`src/rtl/pwr_mode_ctl.sv`:
```
module pwr_mode_ctl #(
  parameter int SYNC_STAGES = 2
) (
  input  logic       clk,
  input  logic       rst_n,
  input  logic       reg_wr,
  input  logic [7:0] reg_wdata,
  output logic [7:0] reg_rdata,
  input  logic       wait_strobe,
  input  logic       wake_evt,
  input  logic       hf_stable_async,
  input  logic       lf_stable_async,
  output logic       mode_idle,
  output logic       hf_gen_en,
  output logic       stall
);

  localparam int TOP = SYNC_STAGES - 1;

  logic [TOP:0] hf_sync, lf_sync;
  logic hf_ok, lf_ok;
  logic osc_off, idle_req, wait_arm;
  logic pend_idle, pend_act;
  logic go_idle, go_act;

  always_ff @(posedge clk or negedge rst_n) begin
    if (!rst_n) begin
      hf_sync <= '0;
      lf_sync <= '0;
    end else begin
      hf_sync <= {hf_sync[TOP-1:0], hf_stable_async};
      lf_sync <= {lf_sync[TOP-1:0], lf_stable_async};
    end
  end

  assign hf_ok = hf_sync[TOP];
  assign lf_ok = lf_sync[TOP];

  assign go_idle = pend_idle | (wait_strobe & idle_req & wait_arm);
  assign go_act  = pend_act | wake_evt;

  always_ff @(posedge clk or negedge rst_n) begin
    if (!rst_n) begin
      osc_off  <= 1'b0;
      idle_req <= 1'b0;
      wait_arm <= 1'b0;
    end else begin
      if (reg_wr) wait_arm <= reg_wdata[5];
      if (wake_evt) begin
        osc_off  <= 1'b0;
        idle_req <= 1'b0;
      end else if (reg_wr) begin
        osc_off  <= reg_wdata[1];
        idle_req <= reg_wdata[2];
      end
    end
  end

  always_ff @(posedge clk or negedge rst_n) begin
    if (!rst_n) begin
      mode_idle <= 1'b0;
      pend_idle <= 1'b0;
      pend_act  <= 1'b0;
    end else if (!mode_idle) begin
      pend_act <= 1'b0;
      if (wake_evt) begin
        pend_idle <= 1'b0;
      end else if (go_idle) begin
        if (lf_ok) begin
          mode_idle <= 1'b1;
          pend_idle <= 1'b0;
        end else begin
          pend_idle <= 1'b1;
        end
      end
    end else begin
      pend_idle <= 1'b0;
      if (go_act) begin
        if (hf_ok) begin
          mode_idle <= 1'b0;
          pend_act  <= 1'b0;
        end else begin
          pend_act <= 1'b1;
        end
      end
    end
  end

  assign hf_gen_en = ~mode_idle | ~osc_off;
  assign stall     = pend_idle | pend_act;
  assign reg_rdata = {lf_ok, hf_ok, wait_arm, 2'b00, idle_req, osc_off, 1'b0};


  idle_entry_armed_chk: assert property (@(posedge clk) disable iff (!rst_n)
    $rose(mode_idle) |-> ($past(pend_idle) || ($past(wait_strobe) && $past(idle_req) && $past(wait_arm))));


  idle_entry_lf_chk: assert property (@(posedge clk) disable iff (!rst_n)
    $rose(mode_idle) |-> $past(lf_ok));


  active_entry_hf_chk: assert property (@(posedge clk) disable iff (!rst_n)
    $fell(mode_idle) |-> $past(hf_ok));


  wake_clears_bits_chk: assert property (@(posedge clk) disable iff (!rst_n)
    wake_evt |=> (!idle_req && !osc_off));


  wake_beats_wait_chk: assert property (@(posedge clk) disable iff (!rst_n)
    (wake_evt && !mode_idle) |=> (!mode_idle && !pend_idle));


  active_hf_on_chk: assert property (@(posedge clk) disable iff (!rst_n)
    $fell(mode_idle) |-> hf_gen_en);

endmodule

```
`config.mk`:
```
export PLATFORM = sky130hd
export DESIGN_NAME = pwr_mode_ctl
export DESIGN_NICKNAME = d
export VERILOG_FILES = /design/src/rtl/pwr_mode_ctl.sv
export SDC_FILE = /design/constraint.sdc
export NUM_CORES = 1
export LEC_CHECK = 0
export BUFFER_PORTS_ARGS = -buffer_cell sky130_fd_sc_hd__buf_2
export CAP_MARGIN = 15
export CORE_MARGIN = 5
export CORE_UTILIZATION = 30
export CTS_CLUSTER_SIZE = 24
export DETAILED_ROUTE_END_ITERATION = 8
export GPL_ROUTABILITY_DRIVEN = 0
export GPL_TIMING_DRIVEN = 0
export MAX_ROUTING_LAYER = met4
export REMOVE_ABC_BUFFERS = 1
export SLEW_MARGIN = 20
export SYNTH_ARGS = -nofsm -noshare
export SYNTH_HDL_FRONTEND = slang
export SYNTH_SLANG_ARGS = --single-unit
```
`constraint.sdc`:
```
create_clock -name clk -period 1.3 [get_ports clk]
set_input_delay 0.26 -clock clk [delete_from_list [all_inputs] [get_ports clk]]
set_output_delay 0.26 -clock clk [all_outputs]
set_load 0.05 [all_outputs]
```
==> results of run 1 <==
repair_timing:
item,4_1_cts,5_1_grt
endpoints found under the setup margin,1,2
resized for setup,4,2
endpoints found under the hold margin,10,0
buffers inserted,2,0
hold buffers,1,0
pin swaps,1,0
registers in the layout (all words and copies together), names as in the netlist:
signal     count
wait_arm       1
lf_sync        2
pend_idle      1
hf_sync        2
mode_idle      1
idle_req       1
pend_act       1
osc_off        1
final timing paths:
path	to	slack (ps)	depth (start not counted)	from
worst max register to register	mode_idle$_DFF_PN0_	250	3	pend_idle$_DFFE_PN0P_
worst max-delay path	stall	-1	2	pend_act$_DFFE_PN0P_
max in group asynchronous	mode_idle$_DFF_PN0_	730	2	rst_n
min in group asynchronous	idle_req$_DFFE_PN0P_	380	2	rst_n
worst min register to register	hf_sync[1]$_DFF_PN0_	350	0	hf_sync[0]$_DFF_PN0_
worst min-delay path	hf_sync[0]$_DFF_PN0_	110	1	hf_stable_async
cell type report:
cell class,count,area share
Sequential cell,10,0.4651
Timing Repair Buffer,20,0.2279
Multi-Input combinational cell,17,0.2047
Clock buffer,4,0.06744
Tap cell,15,0.03488
stage by stage:
step / hold slack (ps) / setup TNS [ps] / total power, uW
finish: 106.9 / -1.024 / 727.3
global route: 81.47 / -42.17 / 778.5
CTS: 98.14 / -1.851 / 739.0
detailed placement: 124.5 / 0 / 460.0
global placement: 128.5 / 0 / 458.6
floorplan: -35.59 / -39.15 / 420.5
cells in the final DEF, fill, tap and decap left out, types with 2 or more instances in the layout:
master    instances
buf_2            15
buf_4             3
clkbuf_4          3
conb_1            3
dfrtp_1          10
mux2i_1           2
nor2_1            4
per-layer routing:
metal / GRT usage / vias up / share of wire
li1: - / 134 / -
met1: 0.07143 / 139 / 0.30
met2: 0.1518 / 13 / 0.57
met3: 0.06897 / 2 / 0.11
met4: 0.04972 / 0 / 0.012
met5: - / - / 0
logic make-up (layout without fill, tap and decap cells):
logic type             Yosys count  after routing  synth area share
muxes                            3              3           0.07622
DFF                             10             10            0.6098
buffers and inverters            8             24            0.1463
other                            1              3          0.009138
AOI/OAI and AO/OA                3              3           0.05792
and+or+nand+nor                  8              8            0.1006
power groups by stage:
stage | registers [uW] | clock network [uW] | logic [uW]
after floorplan | 382 | 0 | 38.4
after global placement | 342 | 0 | 116
after detailed placement | 343 | 0 | 117
after CTS | 337 | 279 | 123
after global routing | 340 | 308 | 131
final | 337 | 268 | 122
==> flow_metrics.py, run 1 <==
metrics = {
    "cts": {
        "clk_pin_slew_ps": 60,
        "clk_latency_ps": 260,
        "cts_buffers": 3,
        "cts_root_buf": "clkbuf_4",
        "cts_max_path_buffers": 2,
        "cts.sinks": 10,
        "htreeDepth": 1,
        "cts_tree": "built",
    },
    "setup_path": {
        "startpoint_type": "flop",
        "critPathMaxStageDelay_ps": 380,
        "critical_path_buf_inv_count": 1,
        "critPathArrivalTime_ps": 1040,
        "crit_type": "flop to output pin",
        "path_max_fanout": 2,
        "crit_chain": "or2_4 -> buf_8",
        "crit_family": "flip-flops",
        "crit_path_end_kind": "output pin",
        "cp.required_ps": 1040,
        "critPathSlowestCell": "dfrtp_1",
    },
    "die": {
        "die_h_um": 46.99,
        "fp.dieW_um": 46.99,
        "core-area_um2": 1301,
        "num_rows": 13,
        "start_util": 0.3154,
        "die-area_um2": 2208,
        "ios": 26,
    },
    "logic_synthesis": {
        "ys_seq_elements": 10,
        "netlist_top_cells_count": "10 x dfrtp_1, 8 x buf_4, 4 x nor2_1",
        "synthCells": 33,
        "synth_area_leader_cell": "dfrtp_1",
        "syn_area_um2": 410.4,
        "synth.most_common_cell": "dfrtp_1",
        "synth_edf_count": 0,
        "ys_seq_area_frac": 0.6098,
        "async_reset_ff_frac": 1.000,
        "synthFlopType": "dfrtp_1",
        "synth_cell_type_count": 13,
        "synth.top_cells.by_area": "dfrtp_1 61%, buf_4 15%, mux2i_1 4.9%, nor2_1 3.7%, mux2_1 2.7%",
        "synth_area_per_cell_um2": 12.44,
        "yosysWarnings": 0,
        "synth_top_area_frac": 0.6098,
    },
    "drt": {
        "route.detailed.drc": 0,
        "drtIter0Drc": 1,
        "wl_per_cell_um": 10.98,
        "drt-pass1-iter-count": 2,
        "ant_nets": 0,
        "post_drt_via_cell_ratio": 4.364,
        "vias": 288,
        "wl_um": 725,
    },
    "finish": {
        "regArea_um2": 250.2,
        "drive_gt1_frac": 0.4706,
        "layoutNonFillerInstCount": 66,
        "final_area_um2": 538.0,
        "fin_nets": 67,
        "utilization": 0.4135,
        "fillCellCount": 140,
        "area_delta_synth_final_pct": 31.10,
        "n_antenna_cell": 0,
        "multiInputGateArea_um2": 110.1,
    },
    "global_route": {
        "grt_max_degree": 11,
        "grt_usage": 0.09180,
        "grt_overflow": 0,
        "antenna_found_initial": 0,
        "grt_pass1_wl_um": 1242,
        "grt_pass1_vias": 306,
    },
    "power_and_ir_drop": {
        "p_sw_uw": 197.1,
        "intPower_uw": 530.2,
        "ir_worst_vdd_mv": 0.7095,
        "power.leakage_uw": 0.0002893,
        "p_per_area_nw_per_um2": 1352,
        "sw_frac_of_total": 0.2710,
        "p_seq_frac": 0.463,
        "p_comb_frac": 0.168,
        "p_clk_frac": 0.369,
    },
    "sta": {
        "finalMaxSlewViolations": 0,
        "rsz0062_at_grt": "yes",
        "finalWorstSetupSlack_ps": -1.024,
        "fin_crit_ps": 1301,
        "hold_viol_final": 0,
        "finalCritPeriodShare": 1.001,
        "final.setup_skew_ps": 6.091,
        "setup_violations": 1,
        "clock.fmax_ghz": 0.7686,
    },
    "place": {
        "dp_slack_ps": 194.1,
        "dp.cells": 59,
        "place_area_um2": 461.7,
        "numPortBuffers": 17,
    },
    "status": {
        "violations": "setup timing",
        "outcome": "complete, but fails checks",
    },
    "flow_run": {
        "cap_violations": 0,
    },
    "hold_path": {
        "min_path_type": "primary input to flop",
    },
}
Note: power is estimated with default switching activity, not from simulation.
==> inputs of run 2 (changes only) <==
ABC_AREA = 1   (was default)
SLEW_MARGIN = default   (was 20)
==> flow_metrics.py, run 2 <==
metrics = {
    "die": {
        "core-area_um2": 1334,
        "die_h_um": 48.10,
        "start_util": 0.3265,
        "ios": 26,
        "num_rows": 13,
        "fp.dieW_um": 48.10,
        "die-area_um2": 2313,
    },
    "finish": {
        "largest_registers": "hf_sync: 2 flops, lf_sync: 2 flops",
        "n_antenna_cell": 0,
        "regArea_um2": 250.2,
        "fin_nets": 81,
        "fillCellCount": 149,
        "multiInputGateArea_um2": 116.4,
        "final_common_cell": "buf_2",
        "drive_gt1_frac": 0.4154,
        "utilization": 0.4221,
        "layout_common_cells": "15 x buf_2, 10 x dfrtp_1, 9 x nand2_1",
        "area_delta_synth_final_pct": 29.31,
        "final_area_um2": 563.0,
    },
    "setup_path": {
        "critPathArrivalTime_ps": 1040,
        "crit_type": "flop to output pin",
        "worstReg2RegEnd": "mode_idle$_DFF_PN0_",
        "r2r_start": "pend_act$_DFFE_PN0P_",
        "crit_path_end_kind": "output pin",
        "path_max_fanout": 2,
        "crit_end": "stall",
        "crit_start": "pend_idle$_DFFE_PN0P_",
        "r2r_cells": 4,
        "r2r_setup_slack_ps": 450,
        "startpoint_type": "flop",
        "cp.required_ps": 1040,
    },
    "place": {
        "place_area_um2": 486.7,
        "hpwl_um": 577,
        "numPortBuffers": 17,
        "dp_slack_ps": 188.9,
    },
    "drt": {
        "met1_length_um": 318,
        "ant_nets": 0,
        "drt-pass1-iter-count": 1,
        "vias": 322,
        "met2_wirelength_um": 293,
        "route.detailed.drc": 0,
        "wl_per_cell_um": 8.800,
        "wl_um": 704,
        "drtIter0Drc": 0,
        "wl_met3_um": 92,
        "post_drt_via_cell_ratio": 4.025,
        "top_layer": "met3",
    },
    "logic_synthesis": {
        "yosysWarnings": 0,
        "syn_area_um2": 435.4,
        "synth.top_cells.by_area": "dfrtp_1 57%, buf_4 14%, nand2_1 7.8%, nor2_1 5.2%, o21ai_0 3.4%",
        "synth_area_per_cell_um2": 9.264,
        "netlist_top_cells_count": "10 x dfrtp_1, 9 x nand2_1, 8 x buf_4",
        "async_reset_ff_frac": 1.000,
        "synth.most_common_cell": "dfrtp_1",
        "synthFlopType": "dfrtp_1",
        "synth_edf_count": 0,
        "synth_area_leader_cell": "dfrtp_1",
        "ys_seq_area_frac": 0.5747,
        "ys_seq_elements": 10,
        "synthCells": 47,
        "synth_cell_type_count": 12,
        "synth_top_area_frac": 0.5747,
    },
    "cts": {
        "clk_pin_slew_ps": 70,
        "cts_tree": "built",
        "cts_buffers": 3,
        "cts_max_path_buffers": 2,
        "htreeDepth": 1,
        "clk_latency_ps": 260,
        "cts_root_buf": "clkbuf_4",
        "cts.sinks": 10,
    },
    "global_route": {
        "grt_pass1_wl_um": 1207,
        "grt_max_degree": 11,
        "grt_overflow": 0,
        "grt_usage": 0.08085,
        "grt_pass1_vias": 325,
        "antenna_found_initial": 0,
    },
    "power_and_ir_drop": {
        "p_per_area_nw_per_um2": 1321,
        "power.leakage_uw": 0.0003163,
        "ir_worst_vdd_mv": 0.6362,
    },
    "sta": {
        "setup-tns-final_ps": 0,
        "final.setup_skew_ps": 4.193,
        "rsz0062_at_grt": "yes",
        "finalCritPeriodShare": 0.9998,
        "clock.fmax_ghz": 0.7694,
        "hold_viol_final": 0,
        "fin_crit_ps": 1300,
        "finalMaxSlewViolations": 0,
        "setup_violations": 0,
        "finalWorstSetupSlack_ps": 0.2068,
    },
    "flow_run": {
        "cap_violations": 0,
    },
    "hold_path": {
        "min_path_type": "primary input to flop",
        "hold_path.startpoint": "hf_stable_async",
    },
    "status": {
        "outcome": "completed",
    },
}
==> run 2: changes by cell type after synthesis, moves of 2 or more <==
cell / previous run / this run
inv_2: 0 / 2
nand2_1: 1 / 9
o21ai_0: 1 / 3
nor2_1: 4 / 6
inv_1: 0 / 3
mux2i_1: 2 / 0
nand3_1: 0 / 2
==> run 2: cell type report <==
type / instances / share of cell area
flip-flops and latches: 10 / 0.4444
well taps: 15 / 0.03333
inverters: 5 / 0.03333
clock buffers: 4 / 0.06444
multi-input cells: 26 / 0.2067
repair buffers: 20 / 0.2178
==> run 2: power by group <==
group	internal, uW	switching [uW]	leakage [uW]
combinational	33.5	96.1	0.000169
sequential	327	10.1	0.000126
clock	170	107	0.0000210
==> run 2: worst min-delay path by stage <==
stage | to | cells past startpoint | slack, ps
finish | hf_sync[0]$_DFF_PN0_ | 1 | 100
global route | hf_sync[0]$_DFF_PN0_ | 1 | 90
CTS | hf_sync[0]$_DFF_PN0_ | 1 | 90
detailed placement | lf_sync[0]$_DFF_PN0_ | 1 | 130
global placement | lf_sync[0]$_DFF_PN0_ | 1 | 130
floorplan | hf_sync[0]$_DFF_PN0_ | 0 | -40
==> run 2: stage by stage <==
stage               cells  total power (uW)  hold WS [ps]
floorplan              41             428.9        -35.59
global placement       73             467.3         130.1
global route           80             781.7         88.99
detailed placement     73             467.8         132.5
CTS                    80             756.7         90.71
finish                 80             743.6         102.8
==> run 2: cells by family after synthesis <==
group                  after synthesis  share of synthesized area
buffers and inverters               13                     0.1810
AND/OR/NAND/NOR                     19                     0.1897
other                                1                   0.008612
flip-flops                          10                     0.5747
AO/OA/AOI/OAI                        4                    0.04596
==> run 2: metal layers <==
layer  up-vias  GRT usage
met2        16     0.1187
li1        166          -
met3         0    0.02583
met4         0    0.06452
met5         -          -
met1       140    0.08904
==> run 2: repair_timing <==
item / 4_1_cts / 5_1_grt
gates cloned: 0 / 0
endpoints found under the setup margin: 1 / 2
endpoints found under the hold margin: 10 / 0
setup buffers: 2 / 0
resized for setup: 4 / 1
hold buffers: 1 / 0
==> run 2: critical path, stage by stage (launching register included) <==
cell,delay [ps]
dfrtp_1,380
or2_4,250
buf_8,150
==> inputs of run 3 (changes only) <==
BUFFER_PORTS_ARGS = default   (was -buffer_cell sky130_fd_sc_hd__buf_2)
DONT_BUFFER_PORTS = 1   (was default)
==> flow_metrics.py, run 3 (same netlist as run 2, synthesis figures left out) <==
metrics = {
    "sta": {
        "relSlewSlack": 0.6577,
        "finalMaxSlewViolations": 0,
        "finalCritPeriodShare": 0.9840,
        "fin_hold_ws_ps": 25.37,
        "fin_crit_ps": 1279,
        "setup-tns-final_ps": 0,
        "clock.fmax_ghz": 0.7817,
        "rsz0062_at_grt": "yes",
        "hold_viol_final": 0,
        "final.setup_skew_ps": 2.964,
        "setup_violations": 0,
        "tightestPinTransition_ps": 513.4,
    },
    "power_and_ir_drop": {
        "p_per_area_nw_per_um2": 1548,
        "p_total_uw": 712.6,
        "p_sw_uw": 203.0,
        "sw_frac_of_total": 0.2849,
        "p_clk_frac": 0.380,
        "intPower_uw": 509.6,
        "p_comb_frac": 0.080,
        "power.leakage_uw": 0.0002409,
        "ir_worst_vdd_mv": 0.5521,
        "p_seq_frac": 0.540,
    },
    "setup_path": {
        "startpoint_type": "flop",
        "critPathSlowestCell": "dfrtp_2",
        "critPathMaxStageDelay_ps": 580,
        "crit_family": "flip-flops",
        "critPathArrivalTime_ps": 1020,
        "critical_path_buf_inv_count": 0,
        "crit_type": "flop to output pin",
        "crit_chain": "nand2_4",
        "path_max_fanout": 4,
        "cp.required_ps": 1040,
        "crit_path_end_kind": "output pin",
    },
    "global_route": {
        "use_met3": 0.03690,
        "grt_pass1_vias": 270,
        "grt_max_degree": 11,
        "antenna_found_initial": 0,
        "top_usage_layer": "met2",
        "grtUsageMet2": 0.09763,
        "grt_overflow": 0,
        "grt_util_met1": 0.09174,
        "grt_pass1_wl_um": 1117,
        "grt_usage": 0.07547,
    },
    "finish": {
        "fin_nets": 62,
        "n_antenna_cell": 0,
        "layout_common_cells": "8 x nand2_1, 8 x dfrtp_1, 6 x nor2_1",
        "area_delta_synth_final_pct": 5.747,
        "largest_registers": "hf_sync: 2 flops, lf_sync: 2 flops",
        "layoutNonFillerInstCount": 61,
        "drive_gt1_frac": 0.2391,
        "utilization": 0.3452,
    },
    "die": {
        "die-area_um2": 2313,
        "die_h_um": 48.10,
        "core-area_um2": 1334,
        "fp.dieW_um": 48.10,
        "ios": 26,
        "start_util": 0.3265,
        "num_rows": 13,
    },
    "cts": {
        "htreeDepth": 1,
        "clk_pin_slew_ps": 70,
        "post_cts_buffers": 0,
        "cts_root_buf": "clkbuf_4",
        "cts.sinks": 10,
        "cts_max_path_buffers": 2,
        "cts_tree": "built",
        "cts_buffers": 3,
        "clk_latency_ps": 260,
    },
    "drt": {
        "wl_um": 709,
        "drt-pass1-iter-count": 2,
        "drtIter0Drc": 1,
        "wl_per_cell_um": 11.62,
        "vias": 268,
        "post_drt_via_cell_ratio": 4.393,
        "route.detailed.drc": 0,
        "ant_nets": 0,
    },
    "status": {
        "outcome": "completed",
    },
    "place": {
        "dp.cells": 56,
        "numPortBuffers": 0,
    },
    "flow_run": {
        "cap_violations": 0,
    },
    "hold_path": {
        "min_path_type": "primary input to flop",
    },
}
## run 3: changes by cell type in the layout (fill, tap and decap cells not counted), sizes merged
| cell | previous run | this run |
|---|---|---|
| buf | 18 | 0 |
| clkbuf | 5 | 4 |
## run 3: worst paths after layout
path | slack, ps | from | depth (start not counted) | endpoint
max | 20 | mode_idle$_DFF_PN0_ | 1 | hf_gen_en
min | 30 | lf_stable_async | 0 | lf_sync[0]$_DFF_PN0_
max reg2reg | 180 | idle_req$_DFFE_PN0P_ | 4 | mode_idle$_DFF_PN0_
min reg2reg | 350 | lf_sync[0]$_DFF_PN0_ | 0 | lf_sync[1]$_DFF_PN0_
max in group asynchronous | 590 | rst_n | 1 | osc_off$_DFFE_PN0P_
min in group asynchronous | 380 | rst_n | 1 | lf_sync[1]$_DFF_PN0_
## run 3: final cells by class
class | instances | area (um2)
Fill cell | 141 | 873.3
Sequential cell | 10 | 252.7
Multi-Input combinational cell | 26 | 123.9
Clock buffer | 4 | 36.28
Inverter | 5 | 18.77
Tap cell | 15 | 18.77
Timing Repair Buffer | 1 | 10.01
## run 3: metal layers
metal	part of all wire	vias to the layer above	routed length, um
met5	0	-	0
met4	0	0	0
met3	0.15	0	106
met2	0.42	16	301
met1	0.43	120	302
li1	-	132	-
## run 3: repair_timing
action                                  4_1_cts  5_1_grt
pin swaps                                     0        1
endpoints found under the setup margin        2        1
hold buffers                                  1        0
hold endpoints to repair                     10        0
gates resized for setup                       5        0
## run 3: power groups by stage
stage	logic (uW)	registers, uW	clock network, uW
global placement	47.7	388	0
floorplan	44.8	384	0
detailed placement	48.4	388	0
global route	64.3	387	298
CTS	57.5	385	285
finish	57.2	385	271
## run 3: stage by stage
stage          instance area (um2)  worst slack (ps)
3_3_place_gp                 401.6            -86.32
3_5_place_dp                 401.6            -88.16
2_1_floorplan                382.9            -44.58
4_1_cts                      460.4             4.995
5_1_grt                      460.4            -13.17
6_report                     460.4             20.74
